`src/rtl/ddc_pkg.sv`:
```
`timescale 1ns/1ps
package ddc_pkg;
  typedef enum logic {
    DIR_DOWN = 1'b0,
    DIR_UP   = 1'b1
  } dir_e;

  typedef enum logic [1:0] {
    ACT_HOLD = 2'd0,
    ACT_LOAD = 2'd1,
    ACT_STEP = 2'd2
  } act_e;
endpackage

```
`src/rtl/ddc_terminal.sv`:
```
`timescale 1ns/1ps
// Flags the digit value at which the next step in the current sense wraps.
module ddc_terminal #(
  parameter int DW  = 4,
  parameter int TOP = 9
) (
  input  logic [DW-1:0] digit,
  input  logic          dir,
  output logic          at_term
);
  import ddc_pkg::*;
  localparam logic [DW-1:0] TOP_V = DW'(TOP);

  always_comb begin
    if (dir == DIR_UP) at_term = (digit == TOP_V);
    else               at_term = (digit == '0);
  end
endmodule

```
`src/rtl/ddc_next.sv`:
```
`timescale 1ns/1ps
// Next-value selection: preset, step with wrap, or hold.
module ddc_next #(
  parameter int DW  = 4,
  parameter int TOP = 9
) (
  input  logic [DW-1:0] digit,
  input  logic          dir,
  input  logic          init,
  input  logic          en,
  input  logic          at_term,
  output logic [DW-1:0] nxt
);
  import ddc_pkg::*;
  localparam logic [DW-1:0] TOP_V = DW'(TOP);

  act_e act;

  always_comb begin
    if (init)    act = ACT_LOAD;
    else if (en) act = ACT_STEP;
    else         act = ACT_HOLD;
  end

  always_comb begin
    nxt = digit;
    unique case (act)
      ACT_LOAD: nxt = (dir == DIR_UP) ? '0 : TOP_V;
      ACT_STEP: begin
        if (dir == DIR_UP) nxt = at_term ? '0 : DW'(digit + 1'b1);
        else               nxt = at_term ? TOP_V : DW'(digit - 1'b1);
      end
      default:  nxt = digit;
    endcase
  end
endmodule

```
`src/rtl/ddc_reg.sv`:
```
`timescale 1ns/1ps
// Digit storage with synchronous active-high clear.
module ddc_reg #(
  parameter int DW = 4
) (
  input  logic          clk,
  input  logic          rst,
  input  logic [DW-1:0] d,
  output logic [DW-1:0] q
);
  always_ff @(posedge clk) begin
    if (rst) q <= '0;
    else     q <= d;
  end
endmodule

```
`src/rtl/dec_digit_counter.sv`:
```
`timescale 1ns/1ps
// Single-digit up/down counter in a configurable radix (decimal by default).
module dec_digit_counter #(
  parameter  int RADIX = 10,
  localparam int DW    = $clog2(RADIX)
) (
  input  logic          clk,
  input  logic          rst,
  input  logic          dir_up,
  input  logic          init,
  input  logic          en,
  output logic [DW-1:0] digit,
  output logic          carry
);
  localparam int TOP = RADIX - 1;

  logic          at_term;
  logic [DW-1:0] nxt;

  ddc_terminal #(.DW(DW), .TOP(TOP)) u_term (
    .digit   (digit),
    .dir     (dir_up),
    .at_term (at_term)
  );

  ddc_next #(.DW(DW), .TOP(TOP)) u_next (
    .digit   (digit),
    .dir     (dir_up),
    .init    (init),
    .en      (en),
    .at_term (at_term),
    .nxt     (nxt)
  );

  ddc_reg #(.DW(DW)) u_reg (
    .clk (clk),
    .rst (rst),
    .d   (nxt),
    .q   (digit)
  );

  assign carry = en & ~init & at_term;
endmodule

```
`config.mk`:
```
export PLATFORM = sky130hd
export DESIGN_NAME = dec_digit_counter
export DESIGN_NICKNAME = d
export VERILOG_FILES = /design/src/rtl/ddc_pkg.sv /design/src/rtl/ddc_terminal.sv /design/src/rtl/ddc_next.sv /design/src/rtl/ddc_reg.sv /design/src/rtl/dec_digit_counter.sv
export SDC_FILE = /design/constraint.sdc
export NUM_CORES = 1
export LEC_CHECK = 0
export CAP_MARGIN = 40
export CORE_AREA = 10 10 47 49
export DETAILED_ROUTE_END_ITERATION = 8
export DIE_AREA = 0 0 57 59
export PLACE_DENSITY = 0.64
export SYNTH_ARGS = -nofsm -noshare
export SYNTH_HDL_FRONTEND = slang
export SYNTH_SLANG_ARGS = --single-unit
```
`constraint.sdc`:
```
create_clock -name clk -period 3 [get_ports clk]
set_input_delay 0.3 -clock clk [delete_from_list [all_inputs] [get_ports clk]]
set_output_delay 0.3 -clock clk [all_outputs]
set_load 0.05 [all_outputs]
```
==> results.toml <==
[timing]
rsz0062_at_grt = "false"
max_freq_ghz = 0.481
worst_pin_slew_ns = 0.503
finalHoldViolCount = 0
fin_crit_ns = 2.08
tns_ns = 0
finalCritPeriodShare_pct = 69.3
slew-limit-headroom_pct = 66.4
whs_ns = 0.617
finalSetupViolCount = 0
final_max_slew_viol_count = 0
fin_skew_ns = 0.00444

[cells_and_area]
diodes = 0
reg_top3 = "u_reg.q x4"
regMostFlops = "u_reg.q"
area_growth_pct = 24.3
nets = 64
largest_reg_flops = 4
drive_above_1_share_pct = 20.4

[global_route]
grt_max_degree = 12
grt_pass1_vias = 400
grt_pass1_wl_mm = 1.63
track_usage_pct = 5.78
antenna_found_initial = 0
grt.overflow.total = 0

[floorplan]
die-area_sq_um = 3360
die_w_microns = 57
core_sq_um = 1400
fp.dieH_microns = 59
pin_count = 10
rows = 14
initial_core_util_pct = 29.0

[clocking]
clock_sinks = 4
cts_hold_buf = 0
clockBufferDepth = 2
cts_buffers = 3
root_buffer = "clkbuf_4"
cts_resized = 0
ctsHtreeMaxLevel = 1
cts_setup_buffers = 0
clkLatencyLatePin_ns = 0.23
cts_tree = "built"
clkTransAtPathRegs_ns = 0.03

[placed_design]
portBuffers = 9
finalWeightedCongestion = 0.824
dp_hpwl_microns = 714

[worst_setup_path]
cp-end-kind = "primary output"
critPathLaunchType = "flip-flop"
critical-path-max-stage-delay_ns = 0.45
worstPathCellList = "inv_1 > ha_1 > nor2b_1 > nor2b_1 > a31oi_1 > nor4b_2 > buf_4"
worstSetupPathType = "reg2out"
required_ns = 2.70
worst_path_max_delay_cell = "dfxtp_1"
timing.critical_path.mode_cell = "nor2b_1"
worstPathArrival_ns = 1.78
worstPathMaxFanout = 7

[logic_synthesis]
synth_nets = 54
netlist_area_sq_um = 407
synth_seq_area_share_pct = 19.7
yosysWarnings = 0
synth_cell_type_count = 30
ys_ff_latch = 4
postSynthCellCount = 46
syn_area_per_cell_sq_um = 8.84

[power_and_ir_drop]
power_density_nw_per_um2 = 386
vdd_ir_drop_max_uv = 341
p_leak_nw = 0.195

[routing]
vias_per_cell = 5.39
route.vias.total = 377
drt_iter0_drc = 8
drc = 0
drt-pass1-iter-count = 4
ant_nets = 0
wl_microns = 936
wire_per_inst_microns = 13.4

[flow_run]
cap_violations = 0

[hold_path]
hold_class = "reg2reg"

[status]
status = "completed"
-- cells in the mapped netlist --
cell | n | share of area [%]
dfxtp_1 | 4 | 20
nor2_1 | 4 | 3.7
a31oi_1 | 3 | 4.6
ha_1 | 3 | 9.2
inv_1 | 3 | 2.8
buf_4 | 2 | 3.7
buf_6 | 2 | 5.5
nor2b_1 | 2 | 3.1
xnor2_1 | 2 | 4.3
a211o_1 | 1 | 2.2
a211oi_2 | 1 | 3.1
a22oi_1 | 1 | 1.8
a2bb2oi_1 | 1 | 2.2
a32oi_1 | 1 | 2.2
and2b_2 | 1 | 2.2
and3b_2 | 1 | 2.5
nand2_1 | 1 | 0.92
nand3_1 | 1 | 1.2
nand3b_1 | 1 | 1.8
nor3_1 | 1 | 1.2
nor3_2 | 1 | 2.5
nor3b_2 | 1 | 3.1
nor4_1 | 1 | 1.5
nor4b_1 | 1 | 2.2
o21ai_0 | 1 | 1.2
o221a_1 | 1 | 2.8
o22ai_1 | 1 | 1.5
o22ai_2 | 1 | 3.1
or3b_1 | 1 | 2.2
xor2_1 | 1 | 2.2
-- worst max-delay path, delay by kind of cell (launching register included) --
family / cells / cell delay (ns)
compound gates: 1 / 0.18
fa+ha+maj: 1 / 0.23
buf+inv: 2 / 0.32
flops: 1 / 0.45
simple gates: 3 / 0.35
-- stage by stage --
stage / std cells / utilization (%) / area, sq um / worst slack [ns] / total power, mW
2_1_floorplan: 46 / - / 413 / 0.598 / 0.114
3_3_place_gp: 67 / 34.5 / 483 / 0.972 / 0.130
3_5_place_dp: 67 / 34.5 / 483 / 0.927 / 0.131
4_1_cts: 70 / 36.1 / 505 / 0.887 / 0.199
5_1_grt: 70 / 36.1 / 505 / 0.753 / 0.211
6_report: 70 / 36.1 / 505 / 0.921 / 0.195
-- where the power goes --
part | internal, mW | switching (mW)
clock | 0.0446 | 0.0201
sequential | 0.0568 | 0.00773
combinational | 0.0300 | 0.0358
-- final timing paths --
check,cells after the start,slack [ns],to,from
setup / recovery,7,0.92,carry,u_reg.q[0]
hold / removal,2,0.62,u_reg.q[0],u_reg.q[0]
setup reg to reg,6,1.41,u_reg.q[0],u_reg.q[1]
hold reg to reg,2,0.62,u_reg.q[0],u_reg.q[0]
-- routing by layer --
layer	track usage [%]	vias to the layer above	routed length (microns)
li1	-	186	-
met1	5.54	180	411
met2	10.1	11	467
met3	3.43	0	56
met4	2.01	0	0
met5	0	-	0
-- logic make-up after synthesis --
group	synth area share, %
xor+xnor	6.46
simple gates	28.0
buf+inv	12.0
compound gates	24.6
flops	19.7
fa+ha+maj	9.23
-- placed cells by master, fill, tap and decap left out --
cell,instances
clkdlybuf4s50_1,8
nor2_1,4
dfxtp_1,4
inv_1,3
a31oi_1,3
ha_1,3
clkbuf_4,3
nor2b_1,2
xnor2_1,2
nor4b_2,1
and3b_2,1
nand3b_1,1
o22ai_1,1
nor3b_2,1
or3b_1,1
o22ai_2,1
o221a_1,1
a211oi_2,1
and2b_2,1
o21ai_0,1
a32oi_1,1
xor2_1,1
a2bb2oi_1,1
nor3_2,1
nor3_1,1
a211o_1,1
nand2_1,1
nand3_1,1
nor4_1,1
a22oi_1,1
buf_4,1
-- final cells by class --
type,count,area (sq um)
well taps,16,20.0
fillers,163,896
flip-flops and latches,4,80.1
multi-input cells,35,284
clock buffers,3,22.5
inverters,3,11.3
repair buffers,9,87.6
No activity file was read; power rests on OpenSTA's default activity.
